File: config.mk
export PLATFORM = sky130hd
export DESIGN_NAME = dpwm_bridge_out
export DESIGN_NICKNAME = d
export VERILOG_FILES = /design/src/rtl/dpwm_pkg.sv /design/src/rtl/dpwm_frame_ctr.sv /design/src/rtl/dpwm_duty_map.sv /design/src/rtl/dpwm_mode_fsm.sv /design/src/rtl/dpwm_bridge_out.sv
export SDC_FILE = /design/constraint.sdc
export NUM_CORES = 1
export LEC_CHECK = 0
export BUFFER_PORTS_ARGS = -buffer_cell sky130_fd_sc_hd__buf_2
export CORE_ASPECT_RATIO = 1.5
export CORE_MARGIN = 1
export CORE_UTILIZATION = 60
export CTS_BUF_LIST = sky130_fd_sc_hd__clkbuf_8
export DETAILED_ROUTE_END_ITERATION = 16
export PLACE_DENSITY = 0.8
export SYNTH_ARGS = -nofsm -noshare
export SYNTH_HDL_FRONTEND = slang
export SYNTH_SLANG_ARGS = --single-unit
File: constraint.sdc
create_clock -name clk -period 5.2 [get_ports clk]
set_clock_uncertainty 0.1 [all_clocks]
set_input_delay 0.52 -clock clk [delete_from_list [all_inputs] [get_ports clk]]
set_output_delay 0.52 -clock clk [all_outputs]
set_load 0.01 [all_outputs]
File: src/rtl/dpwm_pkg.sv
package dpwm_pkg;
    typedef enum logic [1:0] {
        ST_HARD  = 2'd0,
        ST_QUIET = 2'd1,
        ST_RUN   = 2'd2
    } mode_t;
endpackage

File: src/rtl/dpwm_frame_ctr.sv
// Free-running frame counter; the length is taken at each wrap.
module dpwm_frame_ctr #(
    parameter int CNT_W   = 8,
    parameter int DEF_LEN = 64
) (
    input  logic             clk,
    input  logic             rst_n,
    input  logic [CNT_W-1:0] frame_len,
    output logic [CNT_W-1:0] cnt,
    output logic             wrap
);
    localparam logic [CNT_W-1:0] LEN_RST = CNT_W'(DEF_LEN);

    logic [CNT_W-1:0] len_q;

    assign wrap = (cnt == len_q - 1'b1);

    always_ff @(posedge clk or negedge rst_n) begin
        if (!rst_n) begin
            cnt   <= '0;
            len_q <= LEN_RST;
        end else if (wrap) begin
            cnt   <= '0;
            len_q <= frame_len;
        end else begin
            cnt   <= cnt + 1'b1;
        end
    end
endmodule

File: src/rtl/dpwm_duty_map.sv
// Maps a signed sample to a high-time count, clipped below full modulation.
module dpwm_duty_map #(
    parameter int CNT_W   = 8,
    parameter int SMP_W   = 8,
    parameter int DEF_LEN = 64
) (
    input  logic                    clk,
    input  logic                    rst_n,
    input  logic                    load,
    input  logic                    quiet,
    input  logic signed [SMP_W-1:0] sample,
    input  logic [CNT_W-1:0]        frame_len,
    output logic [CNT_W-1:0]        hi_q
);
    localparam int EW = CNT_W + 1;
    localparam logic signed [EW-1:0] ONE = EW'(1);
    localparam logic [CNT_W-1:0] HI_RST = CNT_W'(DEF_LEN / 2);

    logic signed [EW-1:0] half_s;
    logic signed [EW-1:0] lim_s;
    logic signed [EW-1:0] smp_s;
    logic signed [EW-1:0] off_s;
    logic signed [EW-1:0] sum_s;
    logic [CNT_W-1:0]     hi_d;

    always_comb begin
        half_s = $signed({1'b0, frame_len >> 1});
        lim_s  = half_s - (half_s >>> 4) - ONE;
        smp_s  = EW'(sample);
        if (smp_s > lim_s)
            off_s = lim_s;
        else if (smp_s < -lim_s)
            off_s = -lim_s;
        else
            off_s = smp_s;
        sum_s = half_s + off_s;
        hi_d  = quiet ? (frame_len >> 1) : sum_s[CNT_W-1:0];
    end

    always_ff @(posedge clk or negedge rst_n) begin
        if (!rst_n)
            hi_q <= HI_RST;
        else if (load)
            hi_q <= hi_d;
    end
endmodule

File: src/rtl/dpwm_mode_fsm.sv
// Mode state machine: hard mute enters at once, other moves wait for a frame wrap.
module dpwm_mode_fsm
    import dpwm_pkg::*;
(
    input  logic  clk,
    input  logic  rst_n,
    input  logic  hard_mute,
    input  logic  quiet_mute,
    input  logic  wrap,
    output mode_t state
);
    mode_t state_d;

    always_ff @(posedge clk or negedge rst_n) begin
        if (!rst_n)
            state <= ST_HARD;
        else
            state <= state_d;
    end

    always_comb begin
        state_d = state;
        unique case (state)
            ST_HARD: begin
                if (!hard_mute && wrap)
                    state_d = quiet_mute ? ST_QUIET : ST_RUN;   // T_RELEASE_QUIET / T_RELEASE_RUN
            end
            ST_QUIET, ST_RUN: begin
                if (hard_mute)
                    state_d = ST_HARD;                          // T_HARD_ENTER
                else if (wrap)
                    state_d = quiet_mute ? ST_QUIET : ST_RUN;   // T_TO_QUIET / T_TO_RUN
            end
            default: state_d = ST_HARD;
        endcase
    end
endmodule

File: src/rtl/dpwm_bridge_out.sv
// Differential two-state PWM output stage with quiet and hard mute.
module dpwm_bridge_out
    import dpwm_pkg::*;
#(
    parameter int CNT_W   = 8,
    parameter int SMP_W   = 8,
    parameter int DEF_LEN = 64
) (
    input  logic                    clk,
    input  logic                    rst_n,
    input  logic                    hard_mute,
    input  logic                    quiet_mute,
    input  logic signed [SMP_W-1:0] pcm_sample,
    input  logic [CNT_W-1:0]        frame_len,
    output logic                    pwm_p,
    output logic                    pwm_m,
    output logic                    frame_start
);
    logic [CNT_W-1:0] cnt;
    logic             wrap;
    logic [CNT_W-1:0] hi_q;
    mode_t            state;
    logic             drive_hi;

    dpwm_frame_ctr #(.CNT_W(CNT_W), .DEF_LEN(DEF_LEN)) u_ctr (
        .clk       (clk),
        .rst_n     (rst_n),
        .frame_len (frame_len),
        .cnt       (cnt),
        .wrap      (wrap)
    );

    dpwm_duty_map #(.CNT_W(CNT_W), .SMP_W(SMP_W), .DEF_LEN(DEF_LEN)) u_map (
        .clk       (clk),
        .rst_n     (rst_n),
        .load      (wrap),
        .quiet     (quiet_mute),
        .sample    (pcm_sample),
        .frame_len (frame_len),
        .hi_q      (hi_q)
    );

    dpwm_mode_fsm u_fsm (
        .clk        (clk),
        .rst_n      (rst_n),
        .hard_mute  (hard_mute),
        .quiet_mute (quiet_mute),
        .wrap       (wrap),
        .state      (state)
    );

    assign drive_hi = (cnt < hi_q);

    // Registered outputs keep the comparator's glitches away from the bridge.
    always_ff @(posedge clk or negedge rst_n) begin
        if (!rst_n) begin
            pwm_p       <= 1'b0;
            pwm_m       <= 1'b1;
            frame_start <= 1'b0;
        end else begin
            frame_start <= (cnt == '0);
            unique case (state)
                ST_HARD: begin
                    pwm_p <= 1'b0;
                    pwm_m <= 1'b1;
                end
                ST_QUIET, ST_RUN: begin
                    pwm_p <= drive_hi;
                    pwm_m <= !drive_hi;
                end
                default: begin
                    pwm_p <= 1'b0;
                    pwm_m <= 1'b1;
                end
            endcase
        end
    end
endmodule

==> out/metrics.yaml <==
status: "finished with violations"
failed_checks: "negative setup slack"
hp-class: "in -> async"
arrival_ns: 5.52
synth.ff_latch_count: 29
wirelength_mm: 9.496
clk_pin_slew_ns: 0.06
syn-cell-area_sq_um: 3032
num_antenna_cells: 0
r2r_slack_ns: 1.95
drt_iter0_drc: 143
startpoint_type: "primary input"
min_period_over_period_pct: 104.9
drv_cap: 0
grt_pass1_vias: 3184
dpl_cell_area_sq_um: 3830
numCtsBuffers: 5
wl_per_cell_microns: 18.44
pre_cts_ws_ns: -0.5847
r2r-start: "u_ctr.len_q[0]"
cpMostUsedCell: "a21o_1"
clock-root-buffer: "clkbuf_8"
dp_hpwl_mm: 6.482
setup_tns_ns: -0.5170
layout-drive-gt1-share_pct: 34.97
synth_nets: 424
avgSynthCellArea_sq_um: 8.421
fin_area_sq_um: 4151
post-route-min-period_ns: 5.457
crit_path_max_incr_delay_ns: 0.57
overflow: 0
hold_violations: 0
layout.nets: 513
die_x_microns: 60.04
fmax_ghz: 0.1832
remaining_drc_errors: 0
cpMaxStageDelayCell: "or4_4"
async_flop_share_pct: 100.0
finalMaxSlewViolations: 0
final_common_cell: "buf_4"
synthFlopType: "dfrtp_1"
antenna_found_initial: 0
setup_viol: 3
drtPass1Iterations: 4
fill_cells: 273
io_buffers: 22
area_growth_pct: 36.94
worst_slack_ns: -0.2573
seq_area_sq_um: 729.5
crit_end: "u_map.hi_q[6]"
ant_nets: 0
yosysUniqueCellTypes: 53
reg2reg_to: "u_ctr.len_q[4]"
gp_congestion: 0.9214
die-area_sq_um: 5347
power_density_nw_per_um2: 386.3
rsz0062_at_grt: "true"
clk_latency_ns: 0.29
ys_seq_area_share_pct: 24.06
grt_max_degree: 39
multi_input_area_sq_um: 2459
path_class: "in -> reg"
vias: 3186
die-height_microns: 89.06
viasPerCell: 6.186
worstMarginPinSlew_ns: 0.6495
cts_tree: "built"
core.rowCount: 31
top_level_ports: 23
end_kind: "flop"
cts_num_sinks: 29
h-tree-depth: 2
holdWs_ns: 0.1547
cts_buffer_depth: 2
design.core.area_sq_um: 4848
synth_edf_count: 0
slew_headroom_pct: 56.70
reg2regPathDepth: 7
ir_drop_v: 0.0001765
cp_max_fo: 7
leakagePower_nw: 1.949
grt_usage_pct: 35.72
grt_pass1_wl_mm: 14.26
synthCells: 360
layout_common_cells: "buf_4, ha_1, nor2_1"
yosys_warnings: 0
initial_core_util_pct: 62.53
critPathLaunch: "frame_len[1]"
crit_required_ns: 5.26
## logic make-up (layout without fill, tap and decap cells)
| logic type | after synthesis | in the layout | synth area share [%] |
|---|---|---|---|
| multiplexers | 12 | 12 | 4.210 |
| flip-flops | 29 | 29 | 24.06 |
| XOR/XNOR | 36 | 36 | 10.85 |
| AO/OA/AOI/OAI | 82 | 82 | 17.54 |
| AND/OR/NAND/NOR | 116 | 116 | 19.44 |
| buffers and inverters | 41 | 130 | 5.242 |
| adder cells (fa/ha/maj) | 44 | 44 | 18.65 |
## layer usage
| metal | share of wire, % | track usage [%] | vias up |
|---|---|---|---|
| met5 | 0 | 0 | - |
| met4 | 7.1 | 21.78 | 0 |
| met3 | 3.9 | 5.065 | 57 |
| met2 | 55 | 69.70 | 119 |
| met1 | 34 | 33.60 | 1547 |
| li1 | - | - | 1463 |
## how the worst min path moves through the flow
stage	startpoint	endpoint	slack [ns]
after CTS	rst_n	u_ctr.len_q[0]	0.16
after floorplan	rst_n	frame_start	0.12
after global routing	rst_n	u_ctr.len_q[0]	0.19
after detailed placement	u_map.hi_q[5]	u_map.hi_q[5]	0.41
final	rst_n	u_ctr.len_q[0]	0.15
after global placement	u_map.hi_q[7]	u_map.hi_q[7]	0.39
## flip-flops by register name, summed over array words and instances, names as in the netlist
name and flops:
u_ctr.cnt 8, u_ctr.len_q 8, u_map.hi_q 8, u_fsm.state 2, frame_start 1, pwm_m 1, pwm_p 1
## worst max-delay path: cells and delay by family
kind                       cells  cell delay, ns
xor gates and xnor gates       2            0.34
adders and majority gates      5            1.07
and+or+nand+nor                7            1.40
muxes                          1            0.13
buffers and inverters          3            0.31
AOI/OAI and AO/OA             10            1.72
## cell usage after synthesis (2+ instances only)
cell type | number | area share (%)
nor4_1 | 2 | 0.41
clkbuf_1 | 7 | 0.87
o22ai_1 | 5 | 1.0
o211ai_1 | 2 | 0.50
or4b_1 | 2 | 0.66
and3_1 | 4 | 0.83
a21o_1 | 9 | 2.2
buf_2 | 4 | 0.66
a211o_1 | 2 | 0.58
o22a_1 | 2 | 0.58
nand2b_1 | 4 | 0.83
xor2_1 | 14 | 4.0
nand2_1 | 23 | 2.8
fa_1 | 2 | 1.3
dfstp_2 | 3 | 2.6
o21ai_0 | 20 | 3.3
nor2b_1 | 9 | 1.9
mux2_2 | 6 | 2.2
mux2i_1 | 6 | 2.0
inv_1 | 30 | 3.7
and2_1 | 2 | 0.41
ha_1 | 42 | 17
a21oi_1 | 15 | 2.5
a22oi_1 | 4 | 0.99
or4_1 | 2 | 0.50
nand3_1 | 16 | 2.6
nand4_1 | 3 | 0.62
a31oi_1 | 10 | 2.1
nand3b_1 | 2 | 0.50
nor3_1 | 7 | 1.2
xnor2_1 | 21 | 6.1
dfrtp_1 | 26 | 21
nor2_1 | 33 | 4.1
nor3b_1 | 2 | 0.50
## timing repair
item,CTS,global route
setup endpoints to repair,4,6
pin swaps,15,16
buffers inserted,4,6
gates resized for setup,16,24
hold buffers,0,0
gates cloned,0,0
## where the power goes
| part | internal, W | total [W] | switching, W | leakage [nW] |
|---|---|---|---|---|
| registers | 0.000323 | 0.000438 | 0.000115 | 0.353 |
| logic | 0.000488 | 0.000982 | 0.000494 | 1.55 |
| clock network | 0.000103 | 0.000184 | 0.0000817 | 0.0485 |
## area by class of cell
cell class	count	area share [%]
Multi-Input combinational cell	290	59.22
Timing Repair Buffer	93	16.24
Clock buffer	6	1.989
Tap cell	66	1.989
Sequential cell	29	17.57
Clock inverter	1	0.09042
Inverter	30	2.893
## stage by stage
stage / std cells / util, % / power (W)
final: 515 / 85.63 / 0.001604
after global routing: 515 / 85.63 / 0.001728
after CTS: 511 / 82.94 / 0.001529
after detailed placement: 500 / 78.99 / 0.001299
after global placement: 500 / 78.99 / 0.001246
after floorplan: 360 / - / 0.001005
No activity file was read; power rests on OpenSTA's default activity.
